<file path="src/rtl/bldc_commutator.sv">
module bldc_commutator #(
  parameter int AW   = 9,
  parameter int DW   = 6,
  parameter int FULL = 360
) (
  input  logic          clk,
  input  logic          rst_n,
  input  logic [AW-1:0] angle_in,
  input  logic [AW-1:0] zero_off,
  input  logic [2:0]    pole_code,
  input  logic [1:0]    stat_code,
  input  logic [DW-1:0] dyn_val,
  input  logic          dyn_wr,
  input  logic          dir_in,
  input  logic          err_in,
  output logic          phase_u,
  output logic          phase_v,
  output logic          phase_w
);
  localparam int EW = AW + 3;
  localparam logic [EW-1:0] FULL_E = EW'(FULL);
  localparam logic [EW-1:0] SECT_E = EW'(FULL / 6);

  logic          dir_s1, dir_s2, started_q;
  logic [DW-1:0] dyn_q;
  logic [EW-1:0] base_sum, base, shift, fwd, back, mech, pairs, prod, elec;
  logic [2:0]    sector;
  logic [2:0]    uvw_d;

  always_ff @(posedge clk or negedge rst_n)
    if (!rst_n) begin
      dir_s1 <= 1'b0;
      dir_s2 <= 1'b0;
    end else begin
      dir_s1 <= dir_in;
      dir_s2 <= dir_s1;
    end

  always_ff @(posedge clk or negedge rst_n)
    if (!rst_n)                dyn_q <= '0;
    else if (dir_s1 != dir_s2) dyn_q <= '0;
    else if (dyn_wr)           dyn_q <= dyn_val;

  assign base_sum = EW'(angle_in) + EW'(zero_off);
  assign base     = (base_sum >= FULL_E) ? base_sum - FULL_E : base_sum;

  logic [EW-1:0] stat_deg;
  always_comb
    case (stat_code)
      2'd0:    stat_deg = EW'(0);
      2'd1:    stat_deg = EW'(2);
      2'd2:    stat_deg = EW'(4);
      default: stat_deg = EW'(8);
    endcase

  assign shift = stat_deg + EW'(dyn_q);
  assign fwd   = (base + shift >= FULL_E) ? base + shift - FULL_E : base + shift;
  assign back  = (base >= shift) ? base - shift : base + FULL_E - shift;
  assign mech  = dir_s2 ? back : fwd;
  assign pairs = (pole_code >= 3'd5) ? EW'(6) : EW'(pole_code) + EW'(1);
  assign prod  = mech * pairs;

  always_comb begin
    elec = prod;
    for (int i = 0; i < 6; i++)
      if (elec >= FULL_E) elec = elec - FULL_E;
  end

  always_comb begin
    sector = 3'd5;
    for (int k = 4; k >= 0; k--)
      if (elec < SECT_E * EW'(k + 1)) sector = 3'(k);
  end

  always_comb
    case (sector)
      3'd0:    uvw_d = 3'b101;
      3'd1:    uvw_d = 3'b100;
      3'd2:    uvw_d = 3'b110;
      3'd3:    uvw_d = 3'b010;
      3'd4:    uvw_d = 3'b011;
      default: uvw_d = 3'b001;
    endcase

  always_ff @(posedge clk or negedge rst_n)
    if (!rst_n) begin
      {phase_u, phase_v, phase_w} <= 3'b000;
      started_q <= 1'b0;
    end else begin
      {phase_u, phase_v, phase_w} <= err_in ? 3'b000 : uvw_d;
      started_q <= 1'b1;
    end

  assert_err_blank_R9: assert property (@(posedge clk) disable iff (!rst_n)
    $past(err_in) && started_q |-> {phase_u, phase_v, phase_w} == 3'b000);

  assert_valid_pattern_R8: assert property (@(posedge clk) disable iff (!rst_n)
    started_q && !$past(err_in) |->
      ({phase_u, phase_v, phase_w} != 3'b000) && ({phase_u, phase_v, phase_w} != 3'b111));

  assert_dyn_clear_R6: assert property (@(posedge clk) disable iff (!rst_n)
    dir_s1 != dir_s2 |=> dyn_q == '0);

  assert_dyn_load_R4: assert property (@(posedge clk) disable iff (!rst_n)
    dyn_wr && dir_s1 == dir_s2 |=> dyn_q == $past(dyn_val));

  assert_dyn_hold_R4: assert property (@(posedge clk) disable iff (!rst_n)
    !dyn_wr && dir_s1 == dir_s2 |=> $stable(dyn_q));
endmodule

</file>
<file path="config.mk">
export PLATFORM = sky130hd
export DESIGN_NAME = bldc_commutator
export DESIGN_NICKNAME = d
export VERILOG_FILES = /design/src/rtl/bldc_commutator.sv
export SDC_FILE = /design/constraint.sdc
export NUM_CORES = 1
export LEC_CHECK = 0
export BUFFER_PORTS_ARGS = -buffer_cell sky130_fd_sc_hd__buf_2
export CAP_MARGIN = 20
export CORE_MARGIN = 10
export CORE_UTILIZATION = 33
export DETAILED_ROUTE_END_ITERATION = 10
export SYNTH_ARGS = -nofsm -noshare
export SYNTH_HDL_FRONTEND = slang
export SYNTH_SLANG_ARGS = --single-unit
</file>
<file path="constraint.sdc">
create_clock -name clk -period 14.1 [get_ports clk]
set_input_delay 2.82 -clock clk [delete_from_list [all_inputs] [get_ports clk]]
set_output_delay 2.82 -clock clk [all_outputs]
set_load 0.005 [all_outputs]
</file>
### Yosys cells after proc, flatten, opt, wreduce, memory -nomap -nowiden

Index checks and enable logic that the tools add are counted.

* bits in registers: 11
* latch bits: 0
* RAM bits: 0
* memory bits (read-only): 0
* input bits: 34
* output and inout bits: 3
* memories kept: 0

* add/sub/neg operators: 15
* multipliers: 1
* div/mod/pow operators: 0
* magnitude comparators: 15
* equality and inequality tests: 7
* shift operators: 0
* muxes and demuxes: 21
* bitwise operators: 0
* reduce and logical (&&, ||, !) cells: 3

Operators with widths (count)
* 2-to-1 mux 12 bit: 10
* >= comparator 12 x 9 -> 1 bit (second input constant): 7
* subtractor 12 x 9 -> 12 bit (second input constant): 7
* < comparator 12 x 8 -> 1 bit (second input constant): 2
* subtractor 12 bit: 2
* 2-to-1 mux 3 bit: 5
* case mux 3 bit (5 select lines): 1
* adder 12 bit: 1
* adder 12 x 6 -> 12 bit: 1
* adder 12 x 9 -> 12 bit (second input constant): 1
* >= comparator 12 bit: 1
* < comparator 12 x 6 -> 1 bit (second input constant): 1
* < comparator 12 x 7 -> 1 bit (second input constant): 1
* < comparator 12 x 9 -> 1 bit (second input constant): 1
* multiplier 12 x 4 -> 12 bit: 1
* 2-to-1 mux 6 bit: 2
* case mux 4 bit (3 select lines): 1
* subtractor 10 x 9 -> 11 bit (second input constant): 1
* adder 9 x 9 -> 10 bit: 1
* >= comparator 10 x 9 -> 1 bit (second input constant): 1
* equality test 3 x 2 -> 1 bit (second input constant): 2
* adder 3 x 1 -> 4 bit (second input constant): 1
* 2-to-1 mux 4 bit: 1
* equality test 3 x 1 -> 1 bit (second input constant): 1
* other kinds (9): 9

### Logic depth before layout (Yosys ltp)

Gate-level depths: netlist of run 1.

* word-level depth: 29
* gate-level depth with buffers: 64

### Worst setup path before layout of run 1

OpenSTA, ideal clock, no wires.

* path type: input port to flip-flop
* from: input angle_in[0]
* to: register phase_w
* arrival time: 15.579 ns
* data required time: 13.971 ns
* path slack: -1.609 ns
* stages: 61
* buffers on the path: 3
* path through: ha_1 > inv_1 > fa_1 > nand2b_1 > a211oi_4 > nor3_1 > or4b_4 > a21oi_1 > o21ai_0 > nand2_1 > xnor2_1 > ha_1 > clkbuf_1 > a21o_1 > a21oi_1 > nand2_1 > xnor2_1 > a2111oi_0 > (+25 left out) > and3_4 > a211oi_1 > o22ai_1 > or3_4 > o211a_4 > a311o_1 > o41a_1 > buf_6 > nand2_2 > xor2_1 > inv_1 > ha_1 > nor2_1 > mux2i_1 > or3_1 > o31ai_1 > a21oi_1 > o41a_1

* longest elaborated chain between the ends: 29
* elaborated cells on any way between the ends: 50

Ends and longest elaborated chain
* start, declared: RTL line 8 `input logic [AW-1:0] angle_in,`
* adder 9 x 9 -> 10 bit (*): RTL line 44 `assign base_sum = EW'(angle_in) + EW'(zero_off);`
* subtractor 10 x 9 -> 11 bit or >= comparator 10 x 9 -> 1 bit (tied branches): RTL line 45 `assign base = (base_sum >= FULL_E) ? base_sum - FULL_E : base_sum;`
* 2-to-1 mux 12 bit (*): RTL line 45
* adder 12 bit or adder 12 x 9 -> 12 bit (tied branches): RTL line 57, 58
* subtractor 12 x 9 -> 12 bit (tied with other cells): RTL line 57 `assign fwd = (base + shift >= FULL_E) ? base + shift - FULL_E : base + shift;`
* 2-to-1 mux 12 bit, on equally long branches: RTL line 57, 58
* 2-to-1 mux 12 bit (*): RTL line 59 `assign mech = dir_s2 ? back : fwd;`
* multiplier 12 x 4 -> 12 bit (*): RTL line 61 `assign prod = mech * pairs;`
* (+11 left out)
* 2-to-1 mux 12 bit (*): RTL line 66 `if (elec >= FULL_E) elec = elec - FULL_E;`
* < comparator 12 x 9 -> 1 bit: RTL line 72 `if (elec < SECT_E * EW'(k + 1)) sector = 3'(k);`
* 2-to-1 mux 1 bit: RTL line 72
* 2-to-1 mux 3 bit (3 in series): RTL line 72
* 2-to-1 mux 3 bit (*): RTL line 72
* equality test 3 bit (tied with other cells): RTL line 76 `case (sector)`
* case mux 3 bit (5 select lines) (*): RTL line 76
* 2-to-1 mux 3 bit (*): RTL line 90 `{phase_u, phase_v, phase_w} <= err_in ? 3'b000 : uvw_d;`
* end signal, assigned: RTL line 90
* end, declared: RTL line 18 `output logic phase_w`

Every way passes the cells marked *; elsewhere a longest branch is shown, timed or not.
A chain may end at the register's enable or synchronous reset.

### Worst setup path after layout of run 1

Same ends and word-level chain as after synthesis.

==> metrics.txt, run 1 <==
Worst slew margin=54.6%; Post-Route Utilization=53.4%; top cells by count, synth=nor2_1, inv_1, a21oi_1; Crit. End Element=flip-flop; gpl congestion=0.928; period utilization=102%; post-synthesis xor/xnor area fraction=9.69%; CTS tree=done; Cell variety after synth=101; row count=51; vias in the first global route=7,634; Primary FF master, synth=dfrtp_1; pin count of the biggest net entering global routing=16; gr ovfl total=0; worst-margin pin slew=674 ps; top cell type's share of synthesized area=11.1%; Num Clock Sinks=11; synth warn=0; Post-synth EDFFs=0; CTS HTree Levels=1; # port buffers=36; Setup Crit Path Kind=in2reg; routed via count=7,843; routing usage on met3=0.935%; antenna violations before repair=0; final setup fails=3; failing checks=negative setup slack; status=finished, violations left; CP required=14,230 ps; RSZ-0062 raised after global routing=yes; final number of hold-violating endpoints=0; Synth Area in Compound Gates=32.4%; hpwl dp=17,700 microns; CTS root buf=clkbuf_16; drt wl/cell=14.3 microns; Total GRT Usage=15.5%; Syn Area/Cell=7.28 sq um; IO Count=37; PnR worst setup slack=-310 ps; critical path's slowest cell=fa_1; Post-Synth Simple-Gate Area=23.0%; sequential area share after synthesis=4.15%; post-synthesis mux area share=5.09%; maxcap violations=0; drt first pass iters=5; Pins Over Slew Limit=0; Synth Area in Adders=18.7%; CP max FO=8; # DRC=0; Synth Instances=912; Fmax=0.0694 GHz; largest area contributor in the netlist=ha_1; Max Root-Sink Buffers=2; fin nets=1,367; worst min path class=reg2reg; diode count=0; die height=162 microns; Synth Register Bits=11; global-route wire length before repair=35,400 microns; Critical Path Start Type=input port; final wirelength=21,700 microns; clock skew=1.71 ps; core region area=19,700 sq um; share of layout cells above drive strength 1=43.0%; synthesized area=6640 sq um; Starting Density=33.8%; max incr delay on CP=530 ps; DR vias/cell=5.18; Antenna Nets Post-Route=0; dominant cells by area after synthesis=ha_1, fa_1, xnor2_1; DR iter-0 viols=283; most common cell in the netlist=nor2_1; worst path arrival time=14,540 ps; hold-fix buffers at CTS=0; busiest layer in global routing=met2; clk slew on worst S/H paths=50 ps; GR Layer Usage met2=26.8%; area growth from synthesis to layout=58.0%; ys async rst share=100%; routing usage on met1=21.2%; worst skew pair latency=250 ps; fin crit period=14,410 ps; die area=26,200 sq um; Die Wd=162 microns; Num CTS Buffers=3; largest family of logic cells by synthesized area=compound AO/OA/AOI/OAI gates
path summary, 6_finish.rpt:
check                                      from                    to  slack (ps)  depth (start not counted)
max reg2reg                dyn_q[1]$_DFFE_PN0P_     phase_w$_DFF_PN0_        2880                         53
max                                 angle_in[0]     phase_w$_DFF_PN0_        -310                         62
min in group asynchronous                 rst_n  dyn_q[1]$_DFFE_PN0P_        2450                          1
min reg2reg                    dir_s1$_DFF_PN0_      dir_s2$_DFF_PN0_         390                          0
max in group asynchronous                 rst_n     phase_v$_DFF_PN0_       11430                          1
min                            dir_s1$_DFF_PN0_      dir_s2$_DFF_PN0_         390                          0
sequential cells by signal, summed over array words and instances (netlist names):
register  cells
phase_w       1
dyn_q         6
phase_u       1
phase_v       1
dir_s2        1
dir_s1        1
area by class of cell:
cell class	instances	area (sq um)
Clock buffer	3	75.1
Clock inverter	1	5.00
Fill cell	1896	9160
Inverter	84	323
Multi-Input combinational cell	794	6820
Sequential cell	11	275
Tap cell	265	332
Timing Repair Buffer	355	2660
layout by cell type, fill, tap and decap left out, drive strengths merged, types with 22 or more instances in the layout:
| master | Yosys | final |
|---|---|---|
| nand2 | 62 | 62 |
| xnor2 | 49 | 49 |
| fa | 25 | 25 |
| inv | 83 | 83 |
| ha | 59 | 59 |
| a21oi | 70 | 70 |
| nand3 | 22 | 22 |
| nor2 | 94 | 94 |
| buf | 6 | 355 |
| a211oi | 25 | 25 |
| o21ai | 48 | 48 |
| nor3 | 24 | 24 |
timing repair:
action                                  4_1_cts  5_1_grt
endpoints found under the setup margin        3        3
cloned                                        0        0
resized for setup                            59       52
pin swaps                                    48       29
buffers inserted                             19        6
through the flow:
stage                     TNS (ps)  instance area, sq um  instances  worst slack [ps]  hold slack [ps]
after floorplan              -1240                  7070        918              -569              372
after global placement       -2470                  9630       1484              -870              375
after detailed placement     -3210                  9630       1484             -1090              381
after CTS                     -462                 10200       1507              -184              393
after global routing         -2690                 10500       1513              -921              404
final                         -792                 10500       1513              -310              391
critical path, delay by kind of cell:
kind / cells / cell delay [ps]
buffers and inverters: 10 / 1020
multiplexers: 2 / 410
AO/OA/AOI/OAI: 24 / 4900
adder cells (fa/ha/maj): 7 / 2150
XOR/XNOR: 4 / 590
AND/OR/NAND/NOR: 15 / 2660
routing by layer:
layer	share of wire, %	vias to the layer above
met2	47	147
li1	-	3985
met4	0.56	0
met5	0	-
met3	3.2	13
met1	49	3698
cell families (layout without fill, tap and decap cells):
group                    count (synthesis)  count (layout)
other                                    2               8
buffers and inverters                  113             443
XOR/XNOR                                71              71
AND/OR/NAND/NOR                        302             302
AO/OA/AOI/OAI                          297             297
adder cells (fa/ha/maj)                 84              84
multiplexers                            32              32
flip-flops                              11              11
Power of run 1 is not shown: default switching activity piles up to over one toggle a cycle in this logic, so the estimate is an artifact.
==> inputs of run 2 (changes only) <==
- CORE_ASPECT_RATIO: not set -> 0.7
==> metrics.txt, run 2 (synthesized netlist as in run 1, its figures left out) <==
status=finished, violations left (unchanged); failing checks=negative setup slack (unchanged); crit-path leading delay family=compound AO/OA/AOI/OAI gates (unchanged); Crit. End Element=flip-flop (unchanged); diode count=0 (unchanged); global-route wire length before repair=38,100 microns (was 35,400 microns); # port buffers=36 (unchanged); share of layout cells above drive strength 1=45.6% (was 43.0%); Total GRT Usage=16.8% (was 15.5%); vias in the first global route=7,777 (was 7,634); routed via count=8,175 (was 7,843); die height=139 microns (was 162 microns); gr ovfl total=0 (unchanged); hold_sp=dir_s1$_DFF_PN0_ (unchanged); final wirelength=23,700 microns (was 21,700 microns); RSZ-0062 raised after global routing=yes (unchanged); Critical Path Start Type=input port (unchanged); Max Root-Sink Buffers=2 (unchanged); Crit. Startpoint=zero_off[0] (was angle_in[0]); # DRC=0 (unchanged); worst path arrival time=14,680 ps (was 14,540 ps); area growth from synthesis to layout=62.4% (was 58.0%); fin nets=1,390 (was 1,367); hold-fix buffers at CTS=0 (unchanged); worst-margin pin slew=844 ps (was 674 ps); drt first pass iters=5 (unchanged); Fmax=0.0686 GHz (was 0.0694 GHz); antenna violations before repair=0 (unchanged); commonest non-fill, non-tap cell in the layout=buf_4 (unchanged); commonest non-fill, non-tap cells in the layout=buf_4, nor2_1, inv_1 (unchanged); maxcap violations=0 (unchanged); CP required=14,210 ps (was 14,230 ps); FILL cells=1,779 (was 1,896); hpwl dp=19,100 microns (was 17,700 microns); DR vias/cell=5.30 (was 5.18); fin crit period=14,570 ps (was 14,410 ps); clock skew=1.32 ps (was 1.71 ps); DR iter-0 viols=629 (was 283); max incr delay on CP=510 ps (was 530 ps); row count=43 (was 51); final number of hold-violating endpoints=0 (unchanged); PnR worst setup slack=-469 ps (was -310 ps); Starting Density=33.5% (was 33.8%); worst skew pair latency=240 ps (was 250 ps); critical path's slowest cell=or4b_4 (was fa_1); Setup Crit Path Kind=in2reg (unchanged); Die Wd=190 microns (was 162 microns); pin count of the biggest net entering global routing=16 (unchanged); hold_ws=390 ps (was 391 ps); Reg with most FFs=dyn_q (unchanged); Num Clock Sinks=11 (unchanged); Num CTS Buffers=3 (unchanged); CTS root buf=clkbuf_16 (unchanged); CTS tree=done (unchanged); CP bufs+invs=14 (was 10); Fin Setup TNS=-1320 ps (was -792 ps); Final Cell Area=10,800 sq um (was 10,500 sq um); Antenna Nets Post-Route=0 (unchanged); worst r2r src=dyn_q[1]$_DFFE_PN0P_ (unchanged); IO Count=37 (unchanged); CP max FO=6 (was 8); gpl congestion=0.933 (was 0.928); period utilization=103% (was 102%); CTS HTree Levels=1 (unchanged); clk slew on worst S/H paths=40 ps (was 50 ps); Worst slew margin=43.3% (was 54.6%); most frequent CP cell=buf_4; die area=26,300 sq um (was 26,200 sq um); placed cell areas=9680 sq um (was 9630 sq um); Pins Over Slew Limit=0 (unchanged); post-route non-filler standard cell count=1,541 (was 1,513); drt wl/cell=15.4 microns (was 14.3 microns); worst min path class=reg2reg (unchanged); final setup fails=3 (unchanged); Largest register FFs=6 (unchanged); core region area=19,800 sq um (was 19,700 sq um); Placed Instances=1,493 (was 1,484)
## run 2: routing by layer
layer	up-vias	global-route usage (%)	routed length [microns]
li1	4042	-	-
met5	-	0	0
met3	13	1.53	1440
met2	269	24.8	9910
met4	0	1.42	106
met1	3851	26.1	12300
## run 2: worst register-to-register path: cells and delay by family (launching register included)
kind	cells	cell delay [ps]
compound gates	20	4330
fa+ha+maj	7	2420
simple gates	9	1520
buf+inv	12	1440
xor+xnor	4	770
flops	1	380
mux	2	360
## run 2: final cells by class
class	count	area (sq um)	share of cell area, %
Multi-Input combinational cell	794	6920	64.2
Inverter	84	323	2.99
Clock buffer	4	78.8	0.731
Timing Repair Buffer	378	2840	26.4
Sequential cell	11	275	2.55
Tap cell	270	338	3.13
## run 2: worst paths after layout
path                                endpoint  slack (ps)  cells after the start
max                        phase_w$_DFF_PN0_        -470                     63
min                         dir_s2$_DFF_PN0_         390                      0
max reg2reg                phase_w$_DFF_PN0_        2740                     54
min reg2reg                 dir_s2$_DFF_PN0_         390                      0
max in group asynchronous  phase_w$_DFF_PN0_       11450                      1
min in group asynchronous  phase_v$_DFF_PN0_        2440                      1
## run 2: per-stage QoR
step,utilization (%),setup slack [ps]
final,54.4,-469
after global routing,54.4,-977
after CTS,51.6,-409
after detailed placement,48.9,-1210
after global placement,48.9,-942
after floorplan,-,-569
## run 2: repair_timing
item	4_1_cts	5_1_grt
endpoints found under the setup margin	3	3
pin swaps	57	36
resized for setup	60	89
setup buffers	26	18
cloned	0	0
Power of run 2 is left out for the same reason.
